==> src/rtl/edge_pfd_pkg.sv <==
package edge_pfd_pkg;

    // pending-edge flags of the detector core
    typedef struct packed {
        logic up;
        logic dn;
    } pfd_flags_t;

    localparam int NUM_CH = 2;
    localparam int CH_REF = 0;
    localparam int CH_FB  = 1;

endpackage

==> src/rtl/edge_pfd_sync.sv <==
module edge_pfd_sync #(
    parameter int STAGES = 2
) (
    input  logic clk,
    input  logic rst,
    input  logic din,
    output logic rise_o
);
    localparam int W = STAGES + 1;

    logic [W-1:0] sh_d, sh_q;

    always_comb begin
        sh_d = {sh_q[W-2:0], din};
        if (rst) begin
            sh_d = '0;
        end
    end

    always_ff @(posedge clk) begin
        sh_q <= sh_d;
    end

    // newest synchronized level against the previous one
    assign rise_o = sh_q[STAGES-1] & ~sh_q[STAGES];

    p_edge_one_cycle_r1: assert property (@(posedge clk) disable iff (rst)
        rise_o |=> !rise_o);

endmodule

==> src/rtl/edge_pfd_core.sv <==
module edge_pfd_core
    import edge_pfd_pkg::*;
(
    input  logic clk,
    input  logic rst,
    input  logic ref_edge,
    input  logic fb_edge,
    output logic up_o,
    output logic dn_o
);
    pfd_flags_t fl_d, fl_q;

    always_comb begin
        fl_d.up = fl_q.up | ref_edge;
        fl_d.dn = fl_q.dn | fb_edge;
        if (fl_d.up && fl_d.dn) begin
            fl_d = '0;
        end
        if (rst) begin
            fl_d = '0;
        end
    end

    always_ff @(posedge clk) begin
        fl_q <= fl_d;
    end

    assign up_o = fl_q.up;
    assign dn_o = fl_q.dn;

    p_never_both_r4: assert property (@(posedge clk) disable iff (rst)
        !(fl_q.up && fl_q.dn));

    p_pair_clears_r4: assert property (@(posedge clk) disable iff (rst)
        (ref_edge && fb_edge) |=> (!fl_q.up && !fl_q.dn));

    p_ref_sets_up_r2: assert property (@(posedge clk) disable iff (rst)
        (ref_edge && !fb_edge && !fl_q.dn) |=> fl_q.up);

    p_fb_sets_dn_r3: assert property (@(posedge clk) disable iff (rst)
        (fb_edge && !ref_edge && !fl_q.up) |=> fl_q.dn);

    p_up_holds_r2: assert property (@(posedge clk) disable iff (rst)
        (fl_q.up && !fb_edge) |=> fl_q.up);

endmodule

==> src/rtl/edge_pfd_lock.sv <==
module edge_pfd_lock #(
    parameter int CNT_W = 8
) (
    input  logic             clk,
    input  logic             rst,
    input  logic             ref_edge,
    input  logic             act_i,
    input  logic [CNT_W-1:0] lock_periods,
    output logic             lock_o
);
    localparam logic [CNT_W-1:0] CNT_MAX = {CNT_W{1'b1}};
    localparam logic [CNT_W-1:0] CNT_ONE = {{(CNT_W-1){1'b0}}, 1'b1};

    typedef struct packed {
        logic             act_prev;
        logic [CNT_W-1:0] good;
        logic             lock;
    } lock_st_t;

    lock_st_t st_d, st_q;
    logic             long_pulse;
    logic [CNT_W-1:0] need;
    logic [CNT_W-1:0] inc;

    always_comb begin
        long_pulse = act_i && st_q.act_prev;
        need       = (lock_periods == '0) ? CNT_ONE : lock_periods;
        inc        = (st_q.good == CNT_MAX) ? st_q.good : st_q.good + CNT_ONE;
        st_d          = st_q;
        st_d.act_prev = act_i;
        if (long_pulse) begin
            st_d.good = '0;
            st_d.lock = 1'b0;
        end else if (ref_edge) begin
            st_d.good = inc;
            st_d.lock = st_q.lock | (inc >= need);
        end
        if (rst) begin
            st_d = '0;
        end
    end

    always_ff @(posedge clk) begin
        st_q <= st_d;
    end

    assign lock_o = st_q.lock;

    p_long_drops_lock_r9: assert property (@(posedge clk) disable iff (rst)
        (act_i && st_q.act_prev) |=> (!st_q.lock && st_q.good == '0));

    p_lock_needs_edge_r8: assert property (@(posedge clk) disable iff (rst)
        (!st_q.lock && !ref_edge) |=> !st_q.lock);

endmodule

==> src/rtl/edge_pfd_top.sv <==
module edge_pfd_top
    import edge_pfd_pkg::*;
#(
    parameter int SYNC_STAGES = 2,
    parameter int CNT_W       = 8
) (
    input  logic             clk,
    input  logic             rst,
    input  logic             ref_in,
    input  logic             fb_in,
    input  logic [CNT_W-1:0] lock_periods,
    output logic             up_o,
    output logic             dn_o,
    output logic             hold_o,
    output logic             lock_o
);
    logic [NUM_CH-1:0] raw;
    logic [NUM_CH-1:0] rise;

    assign raw[CH_REF] = ref_in;
    assign raw[CH_FB]  = fb_in;

    for (genvar g = 0; g < NUM_CH; g++) begin : g_sync
        edge_pfd_sync #(.STAGES(SYNC_STAGES)) i_sync (
            .clk    (clk),
            .rst    (rst),
            .din    (raw[g]),
            .rise_o (rise[g])
        );
    end

    edge_pfd_core i_core (
        .clk      (clk),
        .rst      (rst),
        .ref_edge (rise[CH_REF]),
        .fb_edge  (rise[CH_FB]),
        .up_o     (up_o),
        .dn_o     (dn_o)
    );

    edge_pfd_lock #(.CNT_W(CNT_W)) i_lock (
        .clk          (clk),
        .rst          (rst),
        .ref_edge     (rise[CH_REF]),
        .act_i        (up_o | dn_o),
        .lock_periods (lock_periods),
        .lock_o       (lock_o)
    );

    assign hold_o = ~(up_o | dn_o);

    p_reset_state_r10: assert property (@(posedge clk)
        rst |=> (!up_o && !dn_o && !lock_o));

endmodule

==> config.mk <==
export PLATFORM = sky130hd
export DESIGN_NAME = edge_pfd_top
export DESIGN_NICKNAME = d
export VERILOG_FILES = /design/src/rtl/edge_pfd_pkg.sv /design/src/rtl/edge_pfd_sync.sv /design/src/rtl/edge_pfd_core.sv /design/src/rtl/edge_pfd_lock.sv /design/src/rtl/edge_pfd_top.sv
export SDC_FILE = /design/constraint.sdc
export NUM_CORES = 1
export LEC_CHECK = 0
export BUFFER_PORTS_ARGS = -buffer_cell sky130_fd_sc_hd__buf_2
export CAP_MARGIN = 5
export CORE_MARGIN = 2
export CORE_UTILIZATION = 56
export CTS_CLUSTER_DIAMETER = 80
export CTS_CLUSTER_SIZE = 30
export DETAILED_ROUTE_END_ITERATION = 8
export HOLD_SLACK_MARGIN = 0.03
export PLACE_DENSITY_LB_ADDON = 0.25
export REMOVE_ABC_BUFFERS = 1
export SLEW_MARGIN = 20
export SYNTH_ARGS = -nofsm -noshare
export SYNTH_HDL_FRONTEND = slang
export SYNTH_HIERARCHICAL = 1
export SYNTH_SLANG_ARGS = --single-unit
==> constraint.sdc <==
create_clock -name clk -period 5.9 [get_ports clk]
set_clock_uncertainty 0.1 [all_clocks]
set_input_delay 1.18 -clock clk [delete_from_list [all_inputs] [get_ports clk]]
set_output_delay 1.18 -clock clk [all_outputs]
set_load 0.02 [all_outputs]
Word level (Yosys, flattened, before mapping)
Cells that the tools add are included. W data, S select, Z words.

Output and inout port bits: 4. Memories kept: 0. ROM bits: 0. Bits in latches: 0. RAM bits: 0. Register bits after elaboration: 18.

Magnitude comparators: 1. Equal/unequal tests: 1. Div/mod/pow operators: 0. Add/sub/neg operators: 1. Mux-type cells: 2. Shift operators: 0. Bitwise gates (word level): 9. Reductions and logical operators: 5. Multiply operators: 0.

Operators by type and width (number): $mux W8 (2); $add A8 B1 Y8 const B (1); $eq A8 B8 Y1 const B (1); $ge A8 B8 Y1 (1); $logic_not A8 Y1 (1); $or A1 B1 Y1 (4); $reduce_or A2 Y1 (2); $not A1 Y1 (3); $and A1 B1 Y1 (2); $logic_and A1 B1 Y1 (2).

Depth between registers and ports, before layout
Gate-level depths: netlist of the first run.

Depth in word-level cells: 5. Mapped depth: 10. Mapped depth without buffers: 10.

Cells and area by module
Netlist of the first run, hierarchy kept.

By module, submodules not included: edge_pfd_lock (cells each 102, instances 1, area each 884.6 um^2); edge_pfd_sync (cells each 7, instances 2, area each 87.6 um^2); edge_pfd_core (cells each 6, instances 1, area each 60.1 um^2); edge_pfd_top (cells each 2, instances 1, area each 10.0 um^2).

Worst setup path before layout of the first run
No wires, ideal clock.

Kind: input-to-reg. Start point: input lock_periods[4]. End point: register i_lock.st_q (netlist bit i_lock/lock_o). Setup time: 0.131 ns. Setup slack: 3.082 ns. Buffers on the path: 0. Data arrival time: 2.586 ns. Stages: 7. Path through: nor4_1 > a41o_1 > ha_1 > nand2b_1 > a2111oi_0 > o221a_2 > nor3_1.

Longest elaborated chain between the ends: 4.

RTL lines: from (decl) (RTL line edge_pfd_top.sv:11) `input logic [CNT_W-1:0] lock_periods,`; $logic_not A8 Y1 (RTL line edge_pfd_lock.sv:27) `need = (lock_periods == '0) ? CNT_ONE : lock_periods;`; $mux W8 (*) (RTL line edge_pfd_lock.sv:27); $ge A8 B8 Y1 (*) (RTL line edge_pfd_lock.sv:36) `st_d.lock = st_q.lock | (inc >= need);`; $or A1 B1 Y1 (*) (RTL line edge_pfd_lock.sv:36); to (signal assigned) (RTL line edge_pfd_lock.sv:44) `st_q <= st_d;`; to (decl) (RTL line edge_pfd_lock.sv:20) `lock_st_t st_d, st_q;`.

Every way passes the cells marked *; elsewhere a longest branch is shown, timed or not. A chain may end at the register's enable or synchronous reset.

Worst setup path in the final report of the first run
Start point: register i_lock/st_q[1] (netlist name). End point: register i_lock.st_q (netlist bit i_lock/lock_o).

Longest elaborated chain between the ends: 4. Elaborated cells on any way between the ends: 5. Those cells by class: 1 x add/sub; 1 x order compare; 1 x eq/ne; 1 x mux; 1 x bitwise.

RTL lines: $add A8 B1 Y8 / $eq A8 B8 Y1 (equally long branches) (RTL line edge_pfd_lock.sv:28) `inc = (st_q.good == CNT_MAX) ? st_q.good : st_q.good + CNT_ONE;`; $mux W8 (*) (RTL line edge_pfd_lock.sv:28); named net i_lock.inc[1] (RTL line edge_pfd_lock.sv:23) `logic [CNT_W-1:0] inc;`; $ge A8 B8 Y1 (*) (RTL line edge_pfd_lock.sv:36); $or A1 B1 Y1 (*) (RTL line edge_pfd_lock.sv:36).

Mark *: on every way through the listed nets, which the timed path passes. The rest lies on a longest branch.

==> metrics, run 1 <==
Vias/cell=5.39; Slew @ Worst Pin=0.505 ns; gr busiest metal=met2; Final Power=223 uW; R2R cell count=8; final net count=160; setup bufs post-CTS=0; GR Util met2=0.281; global-route wire length before repair=3480 um; FF-to-FF End=i_lock/lock_o; Hold Crit Class=reg2reg; Area Growth Syn to Fin=6.76%; reg2reg start=i_lock/st_q[1]; First-pass DRT Iterations=4; row cnt=16; cts hold-fix bufs=0; via count=890; CP Capture Type=register; top post-synthesis cells by area=dfxtp_1, ha_1, nor2_1; WL final=1880 um; antenna violations before repair=0; worst vdd ir=0.000180 V; fillers=183; Final setup viols=0; Async SR Flop Fraction=0; HP Start=g_sync[0].i_sync/sh_q[0]; sequential area share after synthesis=0.319; area of the multi-input gates=671 sq um; gpl congestion=0.814; Hold Path Depth=1; Ports=16; MaxCap Viol Count=0; Die ar.=0.00239 sq mm; Hold Path End=g_sync[0].i_sync/sh_q[1]; DR WL/cell=11.4 um; post-CTS sizing=0; P per Cell Area=185 mW/mm^2; Die W=48.9 um; Post-DRT Antenna Nets=0; maximum clock path buffer count=2; H-tree Lvls=1; vias in the first global route=842; Fin. Hold Viols=0; Mean Syn Cell Area=9.11 sq um; Placeable Area=0.00192 sq mm; DRT iter0 DRCs=8; Clk Tree Root Cell=clkbuf_4; fmax=0.347 GHz; CTS tree=done; CP Data Arrival Time=2.95 ns; met3 usage in global routing=0.0368; synthesized flop and latch total=18; met1 track demand over resource=0.252; diode count=0; status=completed; Max transition margin=0.662; clk slew on worst S/H paths=0.10 ns; worst setup path category=reg2reg; period utilization=0.488; post-synth top area share=0.319; CP startpoint kind=register; residual DRC count=0; Die Ht=48.9 um; fraction of layout cells with a size suffix above 1=0.232; Primary FF master, synth=dfxtp_1; Yosys cell types=40; port bufs=15; synthesized area=0.00113 sq mm; Final Critical Period=2.88 ns; static leakage=0.000555 uW; crit path max fanout=7; Setup TNS=0 ns; gr usage total=0.184; Slew Limit Fails=0; Seq. cell area=360 sq um; number of CTS-inserted buffers=3; flop2flop setup slack=3.02 ns; total gr overflow=0; HPWL after DPL=1480 um; Sink Count=18; clock latency at the later pin of the worst-skew pair=0.29 ns; CP required=5.97 ns; starting density of the core=0.588; Syn. warnings=6; Post-Syn Instances=124; cell taking the most area after synthesis=dfxtp_1; RSZ-0062 raised after global routing=false; EDFF count, synth=0; pin count of the biggest net entering global routing=13
Yosys cell counts (2+ instances only):
cell      number
nor2b_1        7
mux2_2         2
nand2_1        6
and3_1         3
nor2b_2        2
xor2_1         3
inv_1          8
o211ai_1       2
nor3_1         6
a21oi_1        4
clkbuf_8       2
ha_1           9
nor4_1         3
dfxtp_1       18
nor2_1        16
o21a_1         3
nand3_1        4
mux2i_1        4
metrics by stage:
| step | instances | setup slack [ns] | hold WS, ns | area (sq um) | utilization |
|---|---|---|---|---|---|
| detailed placement | 161 | 2.84 | 0.329 | 1170 | 0.609 |
| CTS | 165 | 3.07 | 0.352 | 1210 | 0.628 |
| global route | 165 | 2.81 | 0.360 | 1210 | 0.628 |
| global placement | 161 | 2.88 | 0.318 | 1170 | 0.609 |
| floorplan | 119 | 3.09 | 0.314 | 1060 | - |
| finish | 165 | 3.02 | 0.346 | 1210 | 0.628 |
where the power goes:
part,switching (uW),total (uW),internal [uW]
sequential,2.23,127,125
combinational,12.0,22.3,10.3
clock,35.9,73.4,37.5
worst max-delay path, cell delays in order, from the launching register on:
cell       delay (ns)
dfxtp_1          0.46
ha_1             0.38
nand4_4          0.18
nor2_4           0.25
mux2_2           0.36
ha_1             0.29
a2111oi_0        0.44
o221a_2          0.27
nor3_1           0.04
state kept, by name, summed over array words and instances (netlist names):
signal,count
i_lock/st_q,9
i_lock/lock_o,1
g_sync.i_sync/sh_q,6
i_core/up_o,1
i_core/dn_o,1
cell families (layout without fill, tap and decap cells):
family,count (synthesis),in the layout,share of synthesized area
compound gates,17,17,0.115
xor+xnor,3,3,0.0233
mux,6,6,0.0554
simple gates,58,58,0.300
buf+inv,13,27,0.0875
fa+ha+maj,9,9,0.0997
flops,18,18,0.319
cells in the final DEF, fill, tap and decap left out, types with 4 or more instances in the layout:
cell type,netlist,layout
inv_1,8,8
ha_1,9,9
nand3_1,4,4
nand2_1,6,6
nor3_1,6,6
a21oi_1,4,4
nor2b_1,7,7
nor2_1,16,16
buf_2,1,15
mux2i_1,4,4
dfxtp_1,18,18
per-layer routing:
metal / vias to the layer above / share of wire
met4: 0 / 0.017
met3: 4 / 0.045
met2: 24 / 0.45
met5: - / 0
li1: 463 / -
met1: 399 / 0.48
layout make-up:
cell class | instances | area share
multi-input cells | 93 | 0.556
flip-flops and latches | 18 | 0.299
repair buffers | 15 | 0.0622
clock buffers | 4 | 0.0301
well taps | 27 | 0.0280
inverters | 8 | 0.0249
worst max-delay path by stage:
stage                                from             to  slack, ns  depth (start not counted)
after global routing       i_lock/st_q[1]  i_lock/lock_o       2.81                          8
after floorplan           lock_periods[4]  i_lock/lock_o       3.09                          7
final                      i_lock/st_q[1]  i_lock/lock_o       3.02                          8
after detailed placement  lock_periods[4]  i_lock/lock_o       2.84                          8
after global placement    lock_periods[4]  i_lock/lock_o       2.88                          8
after CTS                  i_lock/st_q[1]  i_lock/lock_o       3.07                          8
Note: power is estimated with default switching activity, not from simulation.
==> run 2, diff against run 1 <==
Settings changed: CORE_UTILIZATION 56 to 55.
Clock period 5.9 ns to 3.01 ns, I/O delays scaled along.
==> metrics, run 2 (synthesis gave the netlist of run 1 again) <==
status=completed; total gr overflow=0 (unchanged); number of CTS-inserted buffers=3 (unchanged); sequential share of power=0.569 (about the same); Fin. Hold Viols=0 (unchanged); WL final=1940 um (+3.4%); CP max stage delay=0.45 ns (about the same); Die Ht=49.3 um (+0.84%); critical path's slowest cell=dfxtp_1; switch share=0.226 (+0.000852); gr usage total=0.185 (+0.000629); CTS tree=done; RSZ-0062 raised after global routing=false; clk slew on worst S/H paths=0.10 ns (about the same); Final Power=437 uW (+96%); Max transition margin=0.660 (-0.00227); Final setup viols=0 (unchanged); via count=890 (unchanged); Slew @ Worst Pin=0.508 ns (+0.00338 ns); antenna violations before repair=0 (unchanged); Area Growth Syn to Fin=6.76% (unchanged); fillers=193 (+5.5%); Hold Crit Class=reg2reg; H-tree Lvls=1 (unchanged); post-layout util=0.621 (-0.00647); Placeable Area=0.00194 sq mm (+1.0%); most frequent CP cell=ha_1; CP Capture Type=register; Largest regs=i_lock/st_q (9), g_sync.i_sync/sh_q (6); NetSw=98.7 uW (+97%); global-route wire length before repair=3540 um (+1.6%); gpl congestion=0.823 (+1.1%); Die W=49.3 um (+0.84%); Slew Limit Fails=0 (unchanged); most frequent cells in the layout=dfxtp_1, nor2_1, buf_2, ha_1, inv_1; number of flip-flops in the largest register=9 (unchanged); row cnt=16 (unchanged); WHS=0.344 ns (-0.00124 ns); maximum clock path buffer count=2 (unchanged); First-pass DRT Iterations=4 (unchanged); port bufs=15 (unchanged); flop2flop setup slack=0.22 ns (-2.80 ns); final net count=160 (unchanged); starting density of the core=0.582 (-0.00606); residual DRC count=0 (unchanged); Ports=16 (unchanged); crit-path cells=ha_1, nand4_4, nor2_4, mux2_2, ha_1, a2111oi_0, o221a_2, nor3_1; DRT iter0 DRCs=22 (+14); Logic pwr share=0.099 (about the same); Vias/cell=5.39 (unchanged); CP Data Arrival Time=2.86 ns (-0.09 ns); DR WL/cell=11.8 um (+3.4%); Reg with most FFs=i_lock/st_q; static leakage=0.000555 uW (unchanged); CP required=3.08 ns (-2.89 ns); Sink Count=18 (unchanged); CP startpoint kind=register; leading cell type in the layout, fill and taps excluded=dfxtp_1; worst vdd ir=0.000225 V (+25%); cts hold-fix bufs=0 (unchanged); Post-DRT Antenna Nets=0 (unchanged); Clk pwr share=0.332 (+0.002); setup bufs post-CTS=0 (unchanged); Clk Tree Root Cell=clkbuf_4; fraction of layout cells with a size suffix above 1=0.232 (unchanged); Setup TNS=0 ns (unchanged); Final Critical Period=2.79 ns (-0.0921 ns); Finished Layout Cells=165 (unchanged); diode count=0 (unchanged); post-CTS sizing=0 (unchanged); vias in the first global route=828 (-1.7%); Die ar.=0.00243 sq mm (+1.7%); MaxCap Viol Count=0 (unchanged); clock latency at the later pin of the worst-skew pair=0.28 ns (about the same); P per Cell Area=362 mW/mm^2 (+96%); fmax=0.359 GHz (+3.3%); HPWL after DPL=1500 um (+1.5%); period utilization=0.926 (+0.438); crit path max fanout=7 (unchanged); pin count of the biggest net entering global routing=13 (unchanged); Internal Pwr Total=338 uW (+96%); placed insts=161 (unchanged); worst setup path category=reg2reg
## run 2: worst max-delay path, delay by kind of cell, from the launching register on
family / cells / cell delay, ns
AO/OA/AOI/OAI: 2 / 0.68
flip-flops: 1 / 0.45
AND/OR/NAND/NOR: 3 / 0.47
multiplexers: 1 / 0.36
adder cells (fa/ha/maj): 2 / 0.62
## run 2: per-layer routing
layer | share of wire | track usage | up-vias
li1 | - | - | 465
met4 | 0.0072 | 0.0429 | 0
met1 | 0.49 | 0.237 | 401
met2 | 0.46 | 0.318 | 22
met5 | 0 | 0 | -
met3 | 0.040 | 0.0368 | 2
## run 2: final cells by class
class | instances | area, sq um | area share
Clock buffer | 4 | 36.3 | 0.0301
Inverter | 8 | 30.0 | 0.0249
Multi-Input combinational cell | 93 | 671 | 0.556
Sequential cell | 18 | 360 | 0.299
Tap cell | 27 | 33.8 | 0.0280
Timing Repair Buffer | 15 | 75.1 | 0.0622
## run 2: power by group through the flow
stage	combinational (uW)	clock, uW	sequential, uW
2_1_floorplan	25.5	0	255
4_1_cts	43.8	152	249
3_5_place_dp	43.5	0	254
3_3_place_gp	42.0	0	254
6_report	43.3	145	248
5_1_grt	50.3	159	250
## run 2: path summary, 6_finish.rpt
check                                           endpoint  cells past startpoint                      from
worst min register to register  g_sync[0].i_sync/sh_q[1]                      1  g_sync[0].i_sync/sh_q[0]
worst max-delay path                       i_lock/lock_o                      8            i_lock/st_q[1]
worst min-delay path            g_sync[0].i_sync/sh_q[1]                      1  g_sync[0].i_sync/sh_q[0]
worst max register to register             i_lock/lock_o                      8            i_lock/st_q[1]
## run 2: through the flow
step / worst slack, ns / instance area, sq um
2_1_floorplan: 0.488 / 1060
3_3_place_gp: 0.324 / 1170
3_5_place_dp: 0.289 / 1170
4_1_cts: 0.272 / 1210
5_1_grt: 0.118 / 1210
6_report: 0.222 / 1210
==> run 3, diff against run 2 <==
Settings changed: ABC_CLOCK_PERIOD_IN_PS from default to 3010, CORE_UTILIZATION 55 to 54, SYNTH_HIERARCHICAL 1 to default.
==> metrics, run 3 <==
status=completed; Max transition margin=0.491 (-0.169); flop2flop setup slack=0.44 ns (+0.21 ns); RSZ-0062 raised after global routing=false; EDFF count, synth=0 (unchanged); Reg with most FFs=i_lock.st_q; Fin. Hold Viols=0 (unchanged); number of CTS-inserted buffers=3 (unchanged); sequential area share after synthesis=0.352 (+0.0331); CTS tree=done; number of flip-flops in the largest register=9 (unchanged); Mean Syn Cell Area=8.53 sq um (-6.4%); gr usage total=0.196 (+0.0110); vias in the first global route=748 (-9.7%); Yosys cell types=36 (-10%); top post-synthesis cells by area=dfxtp_1, ha_1, nor2b_1; crit path max fanout=8 (+1); top-count cell post-synth=dfxtp_1; Syn. warnings=0 (-6); Post-Layout Inst Area=0.00113 sq mm (-6.4%); gpl congestion=0.895 (+8.6%); cts hold-fix bufs=0 (unchanged); Ports=16 (unchanged); period utilization=0.855 (-0.0710); worst vdd ir=0.000378 V (+68%); HPWL after DPL=1430 um (-5.0%); synthesized area=0.00102 sq mm (-9.4%); fraction of layout cells with a size suffix above 1=0.174 (-0.0576); First-pass DRT Iterations=4 (unchanged); port bufs=15 (unchanged); MaxCap Viol Count=0 (unchanged); antenna violations before repair=0 (unchanged); H-tree Lvls=1 (unchanged); WL final=1810 um (-7.0%); clk slew on worst S/H paths=0.10 ns (about the same); Placeable Area=0.00175 sq mm (-10%); FF-to-FF End=i_lock.lock_o; DRT iter0 DRCs=10 (-55%); DR WL/cell=11.5 um (-2.3%); Slew Limit Fails=0 (unchanged); setup bufs post-CTS=0 (unchanged); R2R cell count=8 (unchanged); WL met2=829 um (-7.2%); Worst Setup SP=i_lock.st_q[1]; CP Capture Type=register; CP Capture Point=i_lock.lock_o; post-CTS sizing=0 (unchanged); met3 WL=61 um (-21%); via count=847 (-4.8%); pin count of the biggest net entering global routing=13 (unchanged); reg2reg start=i_lock.st_q[1]; Met1 Wirelength=893 um (-6.5%); CP required=3.15 ns (+0.07 ns); Vias/cell=5.39 (about the same); fmax=0.388 GHz (+8.3%); post-layout util=0.647 (+0.0255); Clk Tree Root Cell=clkbuf_4; global-route wire length before repair=3040 um (-14%); Post-DRT Antenna Nets=0 (unchanged); Async SR Flop Fraction=0 (unchanged); Primary FF master, synth=dfxtp_1; top cells by count, synth=dfxtp_1, inv_1, nor2_1; Final Power=437 uW (about the same); final net count=154 (-3.8%); starting density of the core=0.586 (+0.00455); CP Data Arrival Time=2.72 ns (-0.14 ns); worst setup path category=reg2reg; Largest regs=i_lock.st_q (9), g_sync.i_sync.sh_q (6); Placed Area=0.00109 sq mm (-6.6%); Area Growth Syn to Fin=10.3%; Die ar.=0.00226 sq mm (-7.1%); diode count=0 (unchanged); residual DRC count=0 (unchanged); CP startpoint kind=register; row cnt=15 (-1); maximum clock path buffer count=2 (unchanged); Post-Syn Instances=120 (-3.2%); DR top layer=met4; Final WS setup=0.435 ns (+0.214 ns); Die W=47.5 um (-3.6%); synthesized flop and latch total=18 (unchanged); Die Ht=47.5 um (-3.6%); leading cell type in the layout, fill and taps excluded=dfxtp_1; worst slack, placed=0.441 ns (+0.152 ns); Slew @ Worst Pin=0.762 ns (+0.254 ns); post-synth top area share=0.352 (+0.0331); Setup TNS=0 ns (unchanged); static leakage=0.000514 uW (-7.4%); Hold Crit Class=reg2reg; Final setup viols=0 (unchanged); cell taking the most area after synthesis=dfxtp_1; total gr overflow=0 (unchanged); Final Critical Period=2.57 ns (-0.214 ns); most frequent cells in the layout=dfxtp_1, buf_2, inv_1, nor2_1, ha_1; Sink Count=18 (unchanged); clock latency at the later pin of the worst-skew pair=0.30 ns (+0.02 ns); P per Cell Area=387 mW/mm^2 (+7.0%)
[run 3: cell type report]
| class | count | area, sq um |
|---|---|---|
| Clock buffer | 4 | 36.3 |
| Fill cell | 157 | 617 |
| Inverter | 11 | 41.3 |
| Multi-Input combinational cell | 84 | 584 |
| Sequential cell | 18 | 360 |
| Tap cell | 25 | 31.3 |
| Timing Repair Buffer | 15 | 75.1 |
[run 3: worst min-delay path by stage]
stage / start / endpoint / cells after the start
2_1_floorplan: g_sync[0].i_sync.sh_q[0] / g_sync[0].i_sync.sh_q[1] / 1
6_report: g_sync[1].i_sync.sh_q[0] / g_sync[1].i_sync.sh_q[1] / 1
3_5_place_dp: g_sync[0].i_sync.sh_q[0] / g_sync[0].i_sync.sh_q[1] / 1
5_1_grt: g_sync[0].i_sync.sh_q[0] / g_sync[0].i_sync.sh_q[1] / 1
3_3_place_gp: g_sync[1].i_sync.sh_q[0] / g_sync[1].i_sync.sh_q[1] / 1
4_1_cts: g_sync[1].i_sync.sh_q[0] / g_sync[1].i_sync.sh_q[1] / 1
[run 3: cells by family after synthesis]
kind of cell	count (synthesis)	share of synthesized area
DFF	18	0.352
muxes	2	0.0257
and+or+nand+nor	40	0.214
xor gates and xnor gates	5	0.0428
AOI/OAI and AO/OA	28	0.178
buffers and inverters	18	0.0770
adders and majority gates	9	0.110
[run 3: report_power, final]
part | switching, uW | internal (uW) | total [uW]
combinational | 23.6 | 19.5 | 43.1
sequential | 3.25 | 244 | 247
clock | 72.8 | 73.9 | 147
[run 3: worst max-delay path, stage by stage, from the launching register on]
cell and delay (ns):
dfxtp_1 0.41, ha_1 0.34, nand4_2 0.18, or2_1 0.37, mux2_4 0.34, ha_1 0.28, o211ai_1 0.09, a211o_1 0.30
a21oi_1 0.11
[run 3: metrics by stage]
stage | hold slack (ns) | std cells
6_report | 0.333 | 157
5_1_grt | 0.371 | 157
4_1_cts | 0.349 | 157
3_5_place_dp | 0.328 | 153
3_3_place_gp | 0.317 | 153
2_1_floorplan | 0.314 | 113
[run 3: layer usage]
metal | vias up | GRT usage
met5 | - | 0
met4 | 0 | 0.0649
met3 | 4 | 0.0792
met2 | 11 | 0.311
met1 | 388 | 0.244
li1 | 444 | -
